`src/rtl/pgs_pkg.sv`:
```
package pgs_pkg;

  typedef enum logic [1:0] {
    ST_WAIT   = 2'd0,
    ST_SAMPLE = 2'd1,
    ST_SETTLE = 2'd2,
    ST_RUN    = 2'd3
  } pgs_state_e;

  typedef struct packed {
    logic [2:0] fsel;
    logic       test;
    logic       alt;
  } strap_t;

  localparam int STRAP_W = $bits(strap_t);
  localparam int RATE_W  = 9;

  function automatic logic [RATE_W-1:0] rate_mhz(input logic [2:0] code);
    logic [RATE_W-1:0] r;
    case (code)
      3'b101:  r = RATE_W'(100);
      3'b001:  r = RATE_W'(133);
      3'b011:  r = RATE_W'(166);
      3'b010:  r = RATE_W'(200);
      3'b000:  r = RATE_W'(266);
      3'b100:  r = RATE_W'(333);
      3'b110:  r = RATE_W'(400);
      default: r = '0;
    endcase
    return r;
  endfunction

endpackage

```
`src/rtl/pgs_sync.sv`:
```
module pgs_sync #(
  parameter int              W       = 1,
  parameter int              STAGES  = 2,
  parameter logic [W-1:0]    RST_VAL = '0
) (
  input  logic         clk,
  input  logic         rst_n,
  input  logic [W-1:0] d,
  output logic [W-1:0] q
);

  generate
    if (STAGES <= 1) begin : g_single
      logic [W-1:0] stg;
      always_ff @(posedge clk or negedge rst_n) begin
        if (!rst_n) stg <= RST_VAL;
        else        stg <= d;
      end
      assign q = stg;
    end else begin : g_chain
      logic [STAGES-1:0][W-1:0] stg;
      always_ff @(posedge clk or negedge rst_n) begin
        if (!rst_n) stg <= {STAGES{RST_VAL}};
        else        stg <= {stg[STAGES-2:0], d};
      end
      assign q = stg[STAGES-1];
    end
  endgenerate

endmodule

```
`src/rtl/pgs_strap_reg.sv`:
```
module pgs_strap_reg
  import pgs_pkg::*;
(
  input  logic              clk,
  input  logic              rst_n,
  input  logic              cap,
  input  strap_t            d,
  output strap_t            q,
  output logic [RATE_W-1:0] rate,
  output logic              rsvd
);

  always_ff @(posedge clk or negedge rst_n) begin
    if (!rst_n)   q <= '0;
    else if (cap) q <= d;
  end

  assign rate = rate_mhz(q.fsel);
  assign rsvd = (q.fsel == 3'b111);


  capture_take_chk: assert property (@(posedge clk) disable iff (!rst_n)
    cap |=> (q == $past(d)));


  hold_chk: assert property (@(posedge clk) disable iff (!rst_n)
    !cap |=> $stable(q));

endmodule

```
`src/rtl/pgs_settle_timer.sv`:
```
module pgs_settle_timer #(
  parameter int CYC = 4
) (
  input  logic clk,
  input  logic rst_n,
  input  logic run,
  output logic done
);

  localparam int CW   = (CYC < 2) ? 1 : $clog2(CYC + 1);
  localparam int LAST = (CYC < 1) ? 0 : CYC - 1;

  logic [CW-1:0] cnt;

  always_ff @(posedge clk or negedge rst_n) begin
    if (!rst_n)     cnt <= '0;
    else if (!run)  cnt <= '0;
    else if (!done) cnt <= cnt + 1'b1;
  end

  assign done = run && (cnt == CW'(LAST));


  count_step_chk: assert property (@(posedge clk) disable iff (!rst_n)
    (run && !done) |=> (!run || (cnt == $past(cnt) + 1'b1)));

endmodule

```
`src/rtl/pwrgood_strap_seq.sv`:
```
module pwrgood_strap_seq
  import pgs_pkg::*;
#(
  parameter int REF_KHZ     = 14318,
  parameter int SETTLE_US   = 300,
  parameter int SYNC_STAGES = 2
) (
  input  logic              clk_ref,
  input  logic              rst_n,
  input  logic              pg_pin,
  input  logic [2:0]        fsel_pin,
  input  logic              test_pin,
  input  logic              alt_pin,
  output logic [2:0]        fsel_q,
  output logic              test_q,
  output logic              alt_q,
  output logic [8:0]        cpu_mhz,
  output logic              fsel_rsvd,
  output logic              out_en,
  output logic              out_hiz,
  output logic              pd_req
);

  localparam int SETTLE_CYC = (REF_KHZ * SETTLE_US) / 1000;
  localparam int AGE_W      = $clog2(SETTLE_CYC + 2);

  logic       pg_s;
  strap_t     strap_raw, strap_s, strap_q;
  pgs_state_e state, state_nx;
  logic       settle_done;
  logic       after_cap;

  assign strap_raw = '{fsel: fsel_pin, test: test_pin, alt: alt_pin};

  pgs_sync #(.W(1), .STAGES(SYNC_STAGES), .RST_VAL(1'b1)) u_pg_sync (
    .clk(clk_ref), .rst_n(rst_n), .d(pg_pin), .q(pg_s)
  );

  pgs_sync #(.W(STRAP_W), .STAGES(SYNC_STAGES), .RST_VAL('0)) u_strap_sync (
    .clk(clk_ref), .rst_n(rst_n), .d(strap_raw), .q(strap_s)
  );

  pgs_strap_reg u_straps (
    .clk(clk_ref), .rst_n(rst_n),
    .cap(state == ST_SAMPLE),
    .d(strap_s), .q(strap_q),
    .rate(cpu_mhz), .rsvd(fsel_rsvd)
  );

  pgs_settle_timer #(.CYC(SETTLE_CYC)) u_timer (
    .clk(clk_ref), .rst_n(rst_n),
    .run(state == ST_SETTLE), .done(settle_done)
  );

  always_comb begin
    state_nx = state;
    case (state)
      ST_WAIT:   if (!pg_s) state_nx = ST_SAMPLE;
      ST_SAMPLE: state_nx = ST_SETTLE;
      ST_SETTLE: begin
        if (strap_q.test && pg_s) state_nx = ST_WAIT;
        else if (settle_done)     state_nx = ST_RUN;
      end
      ST_RUN:    if (strap_q.test && pg_s) state_nx = ST_WAIT;
      default:   state_nx = ST_WAIT;
    endcase
  end

  always_ff @(posedge clk_ref or negedge rst_n) begin
    if (!rst_n) state <= ST_WAIT;
    else        state <= state_nx;
  end

  assign after_cap = (state == ST_SETTLE) || (state == ST_RUN);
  assign fsel_q    = strap_q.fsel;
  assign test_q    = strap_q.test;
  assign alt_q     = strap_q.alt;
  assign pd_req    = after_cap && !strap_q.test && pg_s;
  assign out_en    = (state == ST_RUN) && !strap_q.test && !pg_s;
  assign out_hiz   = (state == ST_RUN) && strap_q.test;

  // Settling-age counter that runs beside the timer.
  logic [AGE_W-1:0] settle_age;
  always_ff @(posedge clk_ref or negedge rst_n) begin
    if (!rst_n)                   settle_age <= '0;
    else if (state == ST_SETTLE)  settle_age <= settle_age + 1'b1;
    else                          settle_age <= '0;
  end


  settle_len_chk: assert property (@(posedge clk_ref) disable iff (!rst_n)
    (state == ST_RUN && $past(state) == ST_SETTLE) |-> (settle_age == AGE_W'(SETTLE_CYC)));


  settle_bound_chk: assert property (@(posedge clk_ref) disable iff (!rst_n)
    (state == ST_SETTLE) |-> (settle_age < AGE_W'(SETTLE_CYC)));


  pd_blocks_en_chk: assert property (@(posedge clk_ref) disable iff (!rst_n)
    pd_req |-> !out_en);


  hiz_excl_chk: assert property (@(posedge clk_ref) disable iff (!rst_n)
    out_hiz |-> (!out_en && !pd_req));


  one_shot_chk: assert property (@(posedge clk_ref) disable iff (!rst_n)
    (!test_q && after_cap && $past(after_cap)) |-> $stable(fsel_q));

endmodule

```
`config.mk`:
```
export PLATFORM = sky130hd
export DESIGN_NAME = pwrgood_strap_seq
export DESIGN_NICKNAME = d
export VERILOG_FILES = /design/src/rtl/pgs_pkg.sv /design/src/rtl/pgs_sync.sv /design/src/rtl/pgs_strap_reg.sv /design/src/rtl/pgs_settle_timer.sv /design/src/rtl/pwrgood_strap_seq.sv
export SDC_FILE = /design/constraint.sdc
export NUM_CORES = 1
export LEC_CHECK = 0
export ABC_AREA = 1
export BUFFER_PORTS_ARGS = -buffer_cell sky130_fd_sc_hd__buf_2
export CAP_MARGIN = 30
export CORE_ASPECT_RATIO = 1.1
export CORE_UTILIZATION = 45
export DETAILED_ROUTE_END_ITERATION = 16
export PLACE_DENSITY_LB_ADDON = 0.3
export RECOVER_POWER = 100
export SLEW_MARGIN = 20
export SYNTH_ARGS = -nofsm -noshare
export SYNTH_HDL_FRONTEND = slang
export SYNTH_HIERARCHICAL = 1
export SYNTH_SLANG_ARGS = --single-unit
export TNS_END_PERCENT = 5
```
`constraint.sdc`:
```
create_clock -name clk_ref -period 2.5 [get_ports clk_ref]
set_input_delay 0.375 -clock clk_ref [delete_from_list [all_inputs] [get_ports clk_ref]]
set_output_delay 0.375 -clock clk_ref [all_outputs]
set_load 0.05 [all_outputs]
```
==> flow_metrics.py <==
metrics = {
    "routing": {
        "vias": 1331,
        "post-route-drc-count": 0,
        "drtAntennaViolNets": 0,
        "vias_per_cell": 4.67,
        "finalWirelength_mm": 2.92,
        "firstDrtPassIters": 4,
        "drt_iter0_drc": 53,
        "drt-wirelength-per-cell_microns": 10.2,
    },
    "clock_network": {
        "cts_resized": 0,
        "root_buffer": "clkbuf_4",
        "post_cts_buffers": 0,
        "clock_latency_ns": 0.33,
        "h-tree-depth": 2,
        "cts_buffer_depth": 2,
        "cts_buffers": 5,
        "path_clk_slew_ns": 0.10,
        "postCtsHoldBufs": 0,
        "tritoncts": "yes",
        "cts.sinks": 32,
    },
    "floorplan": {
        "die_area_sq_um": 3920,
        "die_x_microns": 59.8,
        "start_util_pct": 48.4,
        "ioPinCount": 26,
        "coreArea_sq_um": 3410,
        "dieHeight_microns": 65.6,
        "row_count": 22,
    },
    "critical_path": {
        "cp_max_fo": 10,
        "cp.required_ns": 2.12,
        "startpoint_type": "flop",
        "crit_arrival_ns": 1.56,
        "rr_endpoint": "state[0]",
        "path_class": "reg -> out",
        "worst_setup_path_end_kind": "output pin",
        "crit_chain": "o21ai_0, nor2_1, clkbuf_1",
        "ff2ff_setup_slack_ns": 0.84,
        "r2r_cells": 12,
        "r2r_start": "u_timer/cnt[0]",
        "max_stage_delay_ns": 0.53,
        "crit_slowest_cell": "dfrtp_1",
    },
    "sta": {
        "max_freq_ghz": 0.517,
        "rsz0062_at_grt": "false",
        "hold_viol": 0,
        "post-route-period-util_pct": 77.4,
        "slew_headroom_pct": -8.50,
        "setup_violations": 0,
        "finalSetupTns_ns": 0,
        "drv_slew": 33,
        "tightest_slew_ns": 1.63,
        "skew_ns": 0.00745,
        "period_minus_slack_ns": 1.93,
    },
    "power": {
        "leakage_nw": 0.877,
        "peakVddDrop_v": 0.000398,
        "power_density_nw_per_um2": 1200,
    },
    "place": {
        "hpwl_mm": 2.13,
        "dpl-instance-area_sq_um": 1780,
        "place_congestion": 0.845,
        "portBuffers": 25,
    },
    "synth": {
        "yosysSeqAreaShare_pct": 48.6,
        "ys_ff_latch": 32,
        "synthDistinctLibCells": 24,
        "synth_area_per_cell_sq_um": 7.80,
        "synth_nets": 222,
        "yosys_warnings": 6,
        "syn_inst": 212,
        "synth_area_sq_um": 1650,
    },
    "grt": {
        "grt_pass1_vias": 1202,
        "grt.total_usage_pct": 17.7,
        "grt-ovfl-total": 0,
        "grt_pass1_wl_mm": 5.14,
        "grt_start_max_net_pins": 33,
        "grt_antenna_before_repair": 0,
    },
    "cells_and_area": {
        "layout-drive-gt1-share_pct": 15.2,
        "nets": 246,
        "diodes": 0,
        "fin_area_sq_um": 1830,
        "area_delta_synth_final_pct": 10.4,
    },
    "run_status": {
        "violations": "capacitance limit, slew limit",
        "status": "finished with violations",
    },
    "hold_path": {
        "worstHoldPathType": "in -> reg",
        "hold_depth": 1,
        "worstHoldEndpoint": "u_strap_sync/g_chain.stg[0]",
        "worstHoldStart": "alt_pin",
    },
    "job": {
        "maxCapViolCount": 1,
    },
}
## synthesized netlist by cell type
cell type	instances	area, sq um
ha_1	2	25.0
nand4_1	4	25.0
or2_2	1	6.26
o21ai_0	6	30.0
dfrtp_1	30	751
nand2_1	48	180
buf_4	7	52.6
inv_1	26	97.6
nand3b_1	1	7.51
a31oi_1	3	18.8
clkinv_1	1	3.75
nand3_1	14	70.1
and3_1	1	6.26
a21oi_1	6	30.0
dfstp_2	2	52.6
o21ai_1	5	25.0
inv_2	4	15.0
nand3_2	1	10.0
nor2_4	3	33.8
nor3_1	2	10.0
nor2_1	31	116
nor2_2	5	31.3
nand2_2	8	50.1
buf_2	1	5.00
## how the worst max path moves through the flow
stage	endpoint	depth (start not counted)	startpoint	slack (ns)
after floorplan	cpu_mhz[2]	2	u_straps/q[4]	0.18
after global placement	state[0]	10	state[1]	0.94
after detailed placement	state[0]	11	state[0]	0.90
after CTS	cpu_mhz[0]	3	u_straps/q[2]	0.76
after global routing	cpu_mhz[0]	3	u_straps/q[2]	0.43
final	cpu_mhz[0]	3	u_straps/q[2]	0.57
## power by group
part	switching [mW]	total, mW	internal [mW]
logic	0.893	1.10	0.208
clock network	0.170	0.380	0.210
registers	0.106	0.705	0.599
## per-layer routing
metal / vias to the layer above / global-route usage [%] / part of all wire [%]
met5: - / 0 / 0
met4: 0 / 6.69 / 1.4
met3: 6 / 5.51 / 5.2
met2: 35 / 28.7 / 45
met1: 586 / 21.6 / 48
li1: 704 / - / -
## registers in the layout (all words and copies together) (netlist names)
| register | count |
|---|---|
| state | 2 |
| u_pg_sync/g_chain.stg | 1 |
| u_pg_sync/q | 1 |
| u_strap_sync/g_chain.stg | 5 |
| u_strap_sync/q | 5 |
| u_straps/q | 5 |
| u_timer/cnt | 13 |
## cell families after synthesis
logic type,count (synthesis),synth area share [%]
AOI/OAI and AO/OA,20,6.28
DFF,32,48.6
adders and majority gates,2,1.51
buffers and inverters,39,10.5
and+or+nand+nor,119,33.1
## area by class of cell
| class | instances | area, sq um |
|---|---|---|
| Clock buffer | 6 | 41.3 |
| Clock inverter | 2 | 35.0 |
| Fill cell | 358 | 1590 |
| Inverter | 31 | 116 |
| Multi-Input combinational cell | 141 | 668 |
| Sequential cell | 32 | 803 |
| Tap cell | 48 | 60.1 |
| Timing Repair Buffer | 25 | 101 |
## cells in the final DEF, fill, tap and decap left out, types with 3 or more instances in the layout
master and count:
nand2_1 48, nor2_1 32, dfrtp_1 30, inv_1 26
clkbuf_1 20, nand3_1 14, o21ai_0 9, nand2_2 8
buf_2 6, a21oi_1 6, nor2_2 5, clkbuf_4 5
inv_2 4, nand4_1 4, a31oi_1 3
## through the flow
| stage | setup slack [ns] | util [%] | cells | hold slack [ns] | total power, mW |
|---|---|---|---|---|---|
| after global placement | 0.937 | 52.2 | 277 | 0.334 | 1.85 |
| after floorplan | 0.176 | - | 212 | 0.0794 | 1.66 |
| after CTS | 0.756 | 54.4 | 285 | 0.0925 | 2.25 |
| after global routing | 0.434 | 53.5 | 285 | 0.116 | 2.34 |
| final | 0.566 | 53.5 | 285 | 0.145 | 2.19 |
| after detailed placement | 0.900 | 52.2 | 277 | 0.335 | 1.86 |
## worst max-delay path, delay by kind of cell (launching register included)
family	cells	cell delay (ns)
flip-flops	1	0.53
buffers and inverters	1	0.47
AND/OR/NAND/NOR	1	0.09
AO/OA/AOI/OAI	1	0.14
(Power assumes the default switching activity.)
